[src/rtl/sdram_mon_pkg.sv]
package sdram_mon_pkg;

  typedef enum logic [3:0] {
    CMD_INH, CMD_NOP, CMD_ACT, CMD_RD, CMD_WR, CMD_BST,
    CMD_PRE, CMD_AREF, CMD_SREF, CMD_LMR
  } cmd_e;

  typedef enum logic [2:0] {
    ERR_NONE       = 3'd0,
    ERR_ACT_OPEN   = 3'd1,
    ERR_ACC_CLOSED = 3'd2,
    ERR_MODE_BUSY  = 3'd3,
    ERR_MRD_EARLY  = 3'd4,
    ERR_REF_BUSY   = 3'd5,
    ERR_NO_MODE    = 3'd6,
    ERR_SREF_BUSY  = 3'd7
  } err_e;

  localparam int NUM_ERR = 7;

endpackage

[src/rtl/sdram_cmd_decode.sv]
module sdram_cmd_decode
  import sdram_mon_pkg::*;
(
  input  logic cke_i,
  input  logic cs_ni,
  input  logic ras_ni,
  input  logic cas_ni,
  input  logic we_ni,
  output cmd_e cmd_o
);
  always_comb begin
    if (cs_ni) cmd_o = CMD_INH;
    else begin
      unique case ({ras_ni, cas_ni, we_ni})
        3'b111:  cmd_o = CMD_NOP;
        3'b011:  cmd_o = CMD_ACT;
        3'b101:  cmd_o = CMD_RD;
        3'b100:  cmd_o = CMD_WR;
        3'b110:  cmd_o = CMD_BST;
        3'b010:  cmd_o = CMD_PRE;
        3'b001:  cmd_o = cke_i ? CMD_AREF : CMD_SREF;
        default: cmd_o = CMD_LMR;
      endcase
    end
  end
endmodule

[src/rtl/sdram_mode_track.sv]
module sdram_mode_track #(
  parameter int T_MRD     = 2,
  parameter int MAX_BURST = 8,
  parameter int CNT_W     = $clog2(MAX_BURST + 1)
) (
  input  logic             clk_i,
  input  logic             rst_ni,
  input  logic             lmr_go_i,
  input  logic [2:0]       op_bl_i,
  output logic             loaded_o,
  output logic             mrd_busy_o,
  output logic [CNT_W-1:0] burst_len_o
);
  localparam int MRD_W = (T_MRD > 1) ? $clog2(T_MRD) : 1;
  localparam logic [MRD_W-1:0] MRD_LOAD = MRD_W'(T_MRD - 1);

  logic [2:0]       bl_code_q;
  logic [MRD_W-1:0] mrd_q;

  always_ff @(posedge clk_i or negedge rst_ni) begin
    if (!rst_ni) begin
      loaded_o  <= 1'b0;
      bl_code_q <= '0;
      mrd_q     <= '0;
    end else if (lmr_go_i) begin
      loaded_o  <= 1'b1;
      bl_code_q <= op_bl_i;
      mrd_q     <= MRD_LOAD;
    end else if (mrd_q != '0) begin
      mrd_q <= mrd_q - 1'b1;
    end
  end

  assign mrd_busy_o = (mrd_q != '0);

  always_comb begin
    case (bl_code_q)
      3'd0:    burst_len_o = CNT_W'(1);
      3'd1:    burst_len_o = CNT_W'(2);
      3'd2:    burst_len_o = CNT_W'(4);
      default: burst_len_o = CNT_W'(MAX_BURST);
    endcase
  end
endmodule

[src/rtl/sdram_bank_track.sv]
module sdram_bank_track #(
  parameter int NUM_BANKS = 4,
  parameter int CNT_W     = 4,
  parameter int BA_W      = $clog2(NUM_BANKS)
) (
  input  logic                 clk_i,
  input  logic                 rst_ni,
  input  logic                 act_go_i,
  input  logic                 acc_go_i,
  input  logic                 pre_go_i,
  input  logic                 flag_i,     // bit 10: auto close / all banks
  input  logic [BA_W-1:0]      ba_i,
  input  logic [CNT_W-1:0]     burst_len_i,
  output logic [NUM_BANKS-1:0] open_o
);
  for (genvar b = 0; b < NUM_BANKS; b++) begin : g_bank
    logic             open_q;
    logic [CNT_W-1:0] close_cnt_q;
    logic             sel;

    assign sel = (ba_i == BA_W'(b));

    always_ff @(posedge clk_i or negedge rst_ni) begin
      if (!rst_ni) begin
        open_q      <= 1'b0;
        close_cnt_q <= '0;
      end else if (act_go_i && sel) begin
        open_q      <= 1'b1;
        close_cnt_q <= '0;
      end else if (acc_go_i && sel) begin
        close_cnt_q <= flag_i ? burst_len_i : '0;
      end else if (pre_go_i && (flag_i || sel)) begin
        open_q      <= 1'b0;
        close_cnt_q <= '0;
      end else if (close_cnt_q != '0) begin
        close_cnt_q <= close_cnt_q - 1'b1;
        if (close_cnt_q == CNT_W'(1)) open_q <= 1'b0;
      end
    end

    // bank whose auto close lands this edge already counts as idle
    assign open_o[b] = open_q && (close_cnt_q != CNT_W'(1));
  end
endmodule

[src/rtl/sdram_cmd_monitor.sv]
module sdram_cmd_monitor
  import sdram_mon_pkg::*;
#(
  parameter int NUM_BANKS = 4,
  parameter int ADDR_W    = 13,
  parameter int AP_BIT    = 10,
  parameter int T_MRD     = 2,
  parameter int MAX_BURST = 8
) (
  input  logic                         clk_i,
  input  logic                         rst_ni,
  input  logic                         clear_i,
  input  logic                         cke_i,
  input  logic                         cs_ni,
  input  logic                         ras_ni,
  input  logic                         cas_ni,
  input  logic                         we_ni,
  input  logic [$clog2(NUM_BANKS)-1:0] ba_i,
  input  logic [ADDR_W-1:0]            addr_i,
  output logic                         err_o,
  output logic [2:0]                   err_code_o,
  output logic [NUM_ERR-1:0]           err_sticky_o
);
  localparam int BA_W  = $clog2(NUM_BANKS);
  localparam int CNT_W = $clog2(MAX_BURST + 1);

  cmd_e                 cmd;
  err_e                 code;
  logic                 mode_loaded;
  logic                 mrd_busy;
  logic [CNT_W-1:0]     burst_len;
  logic [NUM_BANKS-1:0] bank_open_eff;
  logic                 any_open, tgt_open, cmd_ok;
  logic                 act_go, acc_go, pre_go, lmr_go;
  logic                 is_access, is_quiet;
  logic [NUM_ERR-1:0]   err_bit;
  logic                 unused_addr;

  assign unused_addr = ^addr_i;

  sdram_cmd_decode u_dec (
    .cke_i (cke_i), .cs_ni (cs_ni), .ras_ni (ras_ni),
    .cas_ni(cas_ni), .we_ni(we_ni), .cmd_o (cmd)
  );

  sdram_mode_track #(.T_MRD(T_MRD), .MAX_BURST(MAX_BURST), .CNT_W(CNT_W)) u_mode (
    .clk_i      (clk_i),
    .rst_ni     (rst_ni),
    .lmr_go_i   (lmr_go),
    .op_bl_i    (addr_i[2:0]),
    .loaded_o   (mode_loaded),
    .mrd_busy_o (mrd_busy),
    .burst_len_o(burst_len)
  );

  sdram_bank_track #(.NUM_BANKS(NUM_BANKS), .CNT_W(CNT_W), .BA_W(BA_W)) u_banks (
    .clk_i      (clk_i),
    .rst_ni     (rst_ni),
    .act_go_i   (act_go),
    .acc_go_i   (acc_go),
    .pre_go_i   (pre_go),
    .flag_i     (addr_i[AP_BIT]),
    .ba_i       (ba_i),
    .burst_len_i(burst_len),
    .open_o     (bank_open_eff)
  );

  assign any_open  = |bank_open_eff;
  assign tgt_open  = bank_open_eff[ba_i];
  assign is_access = (cmd == CMD_ACT) || (cmd == CMD_RD) || (cmd == CMD_WR);
  assign is_quiet  = (cmd == CMD_INH) || (cmd == CMD_NOP);

  always_comb begin
    code = ERR_NONE;
    if (mrd_busy && !is_quiet)                          code = ERR_MRD_EARLY;
    else if (is_access && !mode_loaded)                 code = ERR_NO_MODE;
    else if (cmd == CMD_ACT && tgt_open)                code = ERR_ACT_OPEN;
    else if ((cmd == CMD_RD || cmd == CMD_WR) && !tgt_open) code = ERR_ACC_CLOSED;
    else if (cmd == CMD_LMR && any_open)                code = ERR_MODE_BUSY;
    else if (cmd == CMD_AREF && any_open)               code = ERR_REF_BUSY;
    else if (cmd == CMD_SREF && any_open)               code = ERR_SREF_BUSY;
  end

  assign cmd_ok = (code == ERR_NONE);
  assign act_go = cmd_ok && (cmd == CMD_ACT);
  assign acc_go = cmd_ok && (cmd == CMD_RD || cmd == CMD_WR);
  assign pre_go = cmd_ok && (cmd == CMD_PRE);
  assign lmr_go = cmd_ok && (cmd == CMD_LMR);

  for (genvar k = 0; k < NUM_ERR; k++) begin : g_err_bit
    assign err_bit[k] = (code == err_e'(k + 1));
  end

  always_ff @(posedge clk_i or negedge rst_ni) begin
    if (!rst_ni) begin
      err_o        <= 1'b0;
      err_code_o   <= '0;
      err_sticky_o <= '0;
    end else begin
      err_o        <= !cmd_ok;
      err_code_o   <= code;
      err_sticky_o <= (clear_i ? '0 : err_sticky_o) | err_bit;
    end
  end
endmodule

[config.mk]
export PLATFORM = sky130hd
export DESIGN_NAME = sdram_cmd_monitor
export DESIGN_NICKNAME = d
export VERILOG_FILES = /design/src/rtl/sdram_mon_pkg.sv /design/src/rtl/sdram_cmd_decode.sv /design/src/rtl/sdram_mode_track.sv /design/src/rtl/sdram_bank_track.sv /design/src/rtl/sdram_cmd_monitor.sv
export SDC_FILE = /design/constraint.sdc
export NUM_CORES = 1
export LEC_CHECK = 0
export CORE_ASPECT_RATIO = 1.5
export CORE_MARGIN = 4
export CORE_UTILIZATION = 55
export DETAILED_ROUTE_END_ITERATION = 7
export PLACE_DENSITY = 0.8
export REMOVE_ABC_BUFFERS = 1
export SETUP_SLACK_MARGIN = 0.1
export SLEW_MARGIN = 20
export SYNTH_ARGS = -nofsm -noshare
export SYNTH_HDL_FRONTEND = slang
export SYNTH_HIERARCHICAL = 1
export SYNTH_SLANG_ARGS = --single-unit
[constraint.sdc]
create_clock -name clk_i -period 7.1 [get_ports clk_i]
set_input_delay 1.42 -clock clk_i [delete_from_list [all_inputs] [get_ports clk_i]]
set_output_delay 1.42 -clock clk_i [all_outputs]
set_load 0.02 [all_outputs]
==> results of run 1 <==
synth_stat cells, types with 5 or more instances:
master | count | area, µm²
a31oi_1 | 11 | 68.8
nand3b_1 | 5 | 37.5
a21oi_1 | 8 | 40.0
nand2_1 | 6 | 22.5
nand2b_1 | 7 | 43.8
ha_1 | 11 | 138
dfrtp_1 | 36 | 901
o21ai_0 | 6 | 30.0
nor3_1 | 7 | 35.0
nor2_1 | 39 | 146
inv_1 | 19 | 71.3
mux2_2 | 6 | 67.6
per-layer routing:
layer  track usage  share of wire  vias up  wire, µm
met5             0              0        -         0
met2         0.392           0.52       53      2750
met4         0.112          0.029        0       153
li1              -              -      983         -
met1         0.226           0.41      968      2130
met3        0.0365          0.041       10       215
final cells by class:
cell class              instances  area [µm²]  share of cell area
multi-input cells             195        1370               0.486
flip-flops and latches         36         901               0.320
repair buffers                 26         255              0.0906
clock inverters                 3        90.1              0.0320
inverters                      20        75.1              0.0267
clock buffers                   5        68.8              0.0244
well taps                      46        57.6              0.0204
cells in the final DEF, fill, tap and decap left out, types with 4 or more instances in the layout:
cell type        synthesis  routed
nor2b_1                  4       4
clkbuf_8                 0       5
ha_1                    11      11
mux2_2                   6       6
xnor2_1                  4       4
dfrtp_1                 36      36
nor3_1                   7       7
inv_1                   19      19
o22a_1                   4       4
o32ai_1                  4       4
a31oi_1                 11      11
a21oi_1                  8       8
clkdlybuf4s50_1          0      24
o21ai_0                  6       6
a21o_1                   4       4
nand2b_1                 7       7
nor2_1                  39      39
nor4_1                   4       4
nand2_1                  6       6
nand3b_1                 5       5
nor3b_1                  4       4
and2_1                   4       4
a22o_1                   4       4
stage by stage:
step                area, µm²  total power [mW]  cells  setup slack [ps]  utilization
floorplan                2340             0.701    251              2540            -
global placement         2660             0.805    323              1870        0.631
detailed placement       2660             0.823    323              1860        0.631
CTS                      2820              1.08    331              2140        0.669
global route             2820              1.17    331              1740        0.669
finish                   2820              1.08    331              2050        0.669
report_power, final:
part / leakage (nW) / switching [mW] / internal (mW)
clock network: 0.0784 / 0.0806 / 0.176
registers: 0.459 / 0.0598 / 0.283
logic: 0.674 / 0.248 / 0.238
total: 1.21 / 0.388 / 0.696
worst max-delay path, stage by stage:
cell             delay, ps
clkdlybuf4s50_1        490
o21a_1                 210
nor3_1                 690
a211oi_1               170
nor2_1                 280
o211ai_1               260
nor4_1                 870
o21ai_1                380
a22o_1                 290
a21o_1                 180
kinds of logic (layout without fill, tap and decap cells):
kind of cell | after synthesis | in the layout
and+or+nand+nor | 98 | 98
AOI/OAI and AO/OA | 71 | 71
DFF | 36 | 36
buffers and inverters | 26 | 54
adders and majority gates | 11 | 11
muxes | 9 | 9
xor gates and xnor gates | 6 | 6
final timing paths:
| path | endpoint | slack, ps | cells past startpoint |
|---|---|---|---|
| worst max-delay path | u_banks/g_bank[3].open_q | 2050 | 10 |
| worst min-delay path | u_banks/g_bank[2].open_q | 480 | 1 |
| max in group asynchronous | u_banks/g_bank[3].close_cnt_q[2] | 5240 | 2 |
| min in group asynchronous | err_o | 1540 | 2 |
| worst min register to register | u_banks/g_bank[2].open_q | 480 | 1 |
| worst max register to register | u_banks/g_bank[3].open_q | 3530 | 10 |
flip-flops by register name, indices dropped and copies added, names as in the netlist:
signal and flops:
u_mode/bl_code_q 3, u_banks/g_bank.open_q 4, err_o 1, u_banks/g_bank.close_cnt_q 16
u_mode/mrd_busy_o 1, u_mode/loaded_o 1, err_code_o 3, err_sticky_o 7
==> summary.md, run 1 <==
| Metric | Value |
|---|---|
| Worst hold start | `u_banks/g_bank[2].open_q` |
| Synth Cell Area | `2390 µm²` |
| CP max FO | `10` |
| Seq cells post-synth | `36` |
| Tcrit/Tclk final | `0.711` |
| CTS buffer count | `5` |
| Synth Area in Compound Gates | `0.222` |
| Die X | `61.8 µm` |
| Syn. warnings | `6` |
| Power per cell area | `385 nW/µm²` |
| HP Class | `reg2reg` |
| TritonCTS clock tree | `yes` |
| Die Span Y | `88.7 µm` |
| Antenna violations before repair | `0` |
| Fmax | `0.198 GHz` |
| Sink Count | `36` |
| Fraction of synthesized area in multiplexers | `0.0461` |
| WS Path Type | `in2reg` |
| Number of core rows | `29` |
| Synthesized area per cell | `9.29 µm²` |
| Clock root cell | `clkbuf_8` |
| Synth Area in XOR/XNOR | `0.0220` |
| # fillers | `357` |
| Area delta synth->final | `17.9%` |
| Worst setup startpoint | `ras_ni` |
| Final GP Congestion | `0.893` |
| Final WL | `5260 µm` |
| Vias | `2,014` |
| Post-layout minimum cycle time | `5050 ps` |
| Crit end category | `flip-flop` |
| Worst-margin pin slew | `1060 ps` |
| Post-CTS Setup Inserts | `0` |
| N_diodes | `0` |
| Initial core utilization | `0.567` |
| IR drop worst, VDD | `0.243 mV` |
| Io pins | `34` |
| Slew headroom | `0.289` |
| Synth unique cells | `62` |
| Crit path arrival time | `5240 ps` |
| Largest family of logic cells by synthesized area | `simple AND/OR/NAND/NOR gates` |
| H-tree depth | `2` |
| Adder-Cell Fraction of Synth Area | `0.0576` |
| Max cap viols | `0` |
| Largest net degree at the start of global routing | `37` |
| 1st-pass router iterations | `4` |
| Fin nets | `318` |
| Number of synthesized flops with an enable pin | `0` |
| Vias in the first global route | `2,024` |
| Post-route ant nets | `0` |
| Simple-gate share of the synthesized area | `0.226` |
| DR vias/cell | `6.08` |
| Primary FF master, synth | `dfrtp_1` |
| Hold buffers post-CTS | `0` |
| Hold Vio Cnt, Final | `0` |
| Grt ovf | `0` |
| Hold slack | `479 ps` |
| Setup crit start kind | `input pin` |
| Drt wl/cell | `15.9 µm` |
| FF-to-FF Start | `u_banks/g_bank[3].close_cnt_q[1]` |
| Fraction of registers with async set/reset | `1.00` |
| Clk pin slew, worst setup/hold paths | `80 ps` |
| Slew Limit Fails | `0` |
| Residual DRC | `0` |
| Gr usage total | `0.215` |
| CTS resizes | `0` |
| Final Setup Violations | `0` |
| Critical path required time | `7290 ps` |
| Leak pwr | `1.21 nW` |
| TNS Setup | `0 ps` |
| Hpwl dp | `3800 µm` |
| Max clock buf depth | `2` |
| Status | `completed` |
| Total die area | `5480 µm²` |
| Core footprint | `4210 µm²` |
| Clk Latency, worst-skew pair | `290 ps` |
| Unrepaired setup endpoints after global routing | `false` |
| Share of cells above drive strength 1 | `0.112` |
| Seq/Total Area, Yosys | `0.377` |
| Syn Inst Count | `257` |
| Port Buffers | `24` |
| Setup Skew | `5.56 ps` |
| Number of DRC markers in iteration 0 | `71` |
| First-pass GRT wire length | `8790 µm` |
No activity file was read; power rests on OpenSTA's default activity.
==> run 2: changes to the inputs <==
Clock period 7.1 ns to 4.7 ns, I/O delays scaled along.
==> run 2 against run 1 <==
- count of clock-buffer cells in the layout up 1
- cell area down 0.49%
- non-clock buffer count up 7
- wire length down 6.2%
- largest cell class unchanged
==> summary.md, run 2 (synthesis results as in run 1) <==
| Metric | Value |
|---|---|
| Hpwl dp | `3840 µm (+1.0%)` |
| Post-CTS Setup Inserts | `0 (unchanged)` |
| Clock root cell | `clkbuf_8` |
| Final cell count without fillers | `338 (+2.1%)` |
| IR drop worst, VDD | `0.371 mV (+53%)` |
| WS Path Type | `in2reg` |
| Grt ovf | `0 (unchanged)` |
| Seq pwr share | `0.351 (+0.035)` |
| Combinational share of power | `0.498 (+0.051)` |
| Largest Register | `u_banks/g_bank.close_cnt_q` |
| CP max FO | `9 (-1)` |
| Status | `completed` |
| Gr usage total | `0.210 (-0.00534)` |
| Final instance area | `2800 µm² (-0.49%)` |
| Drt wl/cell | `14.6 µm (-8.1%)` |
| Final GP Congestion | `0.839 (-6.0%)` |
| # fillers | `365 (+2.2%)` |
| Number of DRC markers in iteration 0 | `49 (-31%)` |
| Most frequent cells in the layout | `nor2_1, dfrtp_1, clkdlybuf4s50_1` |
| Critical path required time | `4870 ps (-2420 ps)` |
| CTS resizes | `0 (unchanged)` |
| Leak pwr | `1.22 nW (+0.69%)` |
| DR vias/cell | `5.90 (-3.0%)` |
| Post-route ant nets | `0 (unchanged)` |
| Fin nets | `325 (+2.2%)` |
| Final WL | `4930 µm (-6.2%)` |
| Crit end category | `flip-flop` |
| Setup crit start kind | `input pin` |
| Largest net degree at the start of global routing | `37 (unchanged)` |
| Net Switching | `0.565 mW (+46%)` |
| Antenna violations before repair | `0 (unchanged)` |
| N_diodes | `0 (unchanged)` |
| R2R cell count | `10 (unchanged)` |
| Crit path arrival time | `4240 ps (-1000 ps)` |
| Sw Share | `0.382 (+0.0239)` |
| Sink Count | `36 (unchanged)` |
| Hold buffers post-CTS | `0 (unchanged)` |
| Max cap viols | `0 (unchanged)` |
| First-pass GRT wire length | `8610 µm (-2.0%)` |
| Port Buffers | `24 (unchanged)` |
| Slew Limit Fails | `0 (unchanged)` |
| Clk pin slew, worst setup/hold paths | `70 ps (about the same)` |
| Fmax | `0.246 GHz` |
| Worst setup startpoint | `ras_ni` |
| Die X | `61.8 µm (unchanged)` |
| Vias in the first global route | `2,020 (-0.20%)` |
| Slew headroom | `0.528 (+0.239)` |
| Final Setup Violations | `0 (unchanged)` |
| Worst-margin pin slew | `702 ps (-356 ps)` |
| Residual DRC | `0 (unchanged)` |
| Area delta synth->final | `17.3%` |
| TNS Setup | `0 ps (unchanged)` |
| Hold Vio Cnt, Final | `0 (unchanged)` |
| HP Class | `reg2reg` |
| TritonCTS clock tree | `yes` |
| Largest regs | `u_banks/g_bank.close_cnt_q (16), err_sticky_o (7), u_banks/g_bank.open_q (4)` |
| Post-layout minimum cycle time | `4070 ps` |
| Io pins | `34 (unchanged)` |
| Clock power frac | `0.152 (-0.084)` |
| Share of cells above drive strength 1 | `0.134 (+0.0213)` |
| Power per cell area | `528 nW/µm² (+37%)` |
| Unrepaired setup endpoints after global routing | `false` |
| CTS buffer count | `5 (unchanged)` |
| H-tree depth | `2 (unchanged)` |
| 1st-pass router iterations | `5 (+1)` |
| R2R setup slack | `1450 ps (-2080 ps)` |
| Min-Delay Endpoint | `u_banks/g_bank[2].open_q` |
| Leading cell type in the layout, fill and taps excluded | `nor2_1` |
| Inst Count DP | `330 (+2.2%)` |
| Max clock buf depth | `2 (unchanged)` |
| Hold depth | `1 (unchanged)` |
| Total die area | `5480 µm² (unchanged)` |
| Pint | `0.915 mW (+31%)` |
| FF-to-FF Start | `u_banks/g_bank[3].close_cnt_q[0]` |
| Initial core utilization | `0.567 (unchanged)` |
| Tcrit/Tclk final | `0.865` |
| Max reg flops | `16 (unchanged)` |
| Reg2Reg Capture Point | `u_banks/g_bank[0].close_cnt_q[1]` |
| Placed Area | `2710 µm² (+2.0%)` |
| Setup Skew | `2.94 ps (-2.62 ps)` |
| Number of core rows | `29 (unchanged)` |
| Vias | `1,994 (-0.99%)` |
| Die Span Y | `88.7 µm (unchanged)` |
| Core footprint | `4210 µm² (unchanged)` |
| Worst hold start | `u_banks/g_bank[2].open_q` |
| Clk Latency, worst-skew pair | `290 ps (about the same)` |
[run 2: cell count changes in the layout (fill, tap and decap cells not counted)]
cell,previous run,this run
bufinv_16,3,0
buf_4,2,9
clkbuf_8,5,6
clkinv_2,0,2
[run 2: worst max path at each step]
stage                                             to  slack, ps  cells past startpoint
floorplan           u_banks/g_bank[0].close_cnt_q[1]        620                     10
global placement    u_banks/g_bank[0].close_cnt_q[1]        360                     11
detailed placement  u_banks/g_bank[0].close_cnt_q[1]        310                     12
CTS                 u_banks/g_bank[0].close_cnt_q[1]        600                     12
global route        u_banks/g_bank[1].close_cnt_q[1]        330                     11
finish              u_banks/g_bank[0].close_cnt_q[1]        630                     12
[run 2: metal layers]
metal	share of wire	vias up	GRT usage
met5	0	-	0
met4	0.039	0	0.114
met3	0.042	15	0.0438
met2	0.54	44	0.384
met1	0.38	934	0.211
li1	-	1001	-
[run 2: metrics by stage]
step           hold WS (ps)  total power, mW  setup slack (ps)  utilization
6_report                470             1.48               634        0.666
5_1_grt                 480             1.62               330        0.666
4_1_cts                 476             1.49               602        0.666
3_5_place_dp            460             1.26               312        0.644
3_3_place_gp            452             1.24               359        0.644
2_1_floorplan           443             1.06               623            -
[run 2: power by group through the flow]
stage          combinational [mW]  clock, mW  sequential, mW
4_1_cts                     0.743      0.230           0.519
2_1_floorplan               0.533          0           0.525
5_1_grt                     0.841      0.242           0.536
3_3_place_gp                0.718          0           0.519
6_report                    0.737      0.224           0.519
3_5_place_dp                0.736          0           0.524
[run 2: area by class of cell]
cell class / instances / area (µm²) / area share
Multi-Input combinational cell: 195 / 1370 / 0.488
Sequential cell: 36 / 901 / 0.321
Timing Repair Buffer: 33 / 308 / 0.110
Clock buffer: 6 / 82.6 / 0.0295
Inverter: 20 / 75.1 / 0.0268
Tap cell: 46 / 57.6 / 0.0205
Clock inverter: 2 / 10.0 / 0.00357
[run 2: critical path: stages]
cell and delay [ps]:
clkdlybuf4s50_1 570, o21ai_1 90, mux2_2 280, nor2_2 250, or3b_1 230, a211oi_2 110
o31a_1 340, a2111oi_1 500, or3b_1 530, o21ai_2 150, o22a_1 180, o22ai_2 70
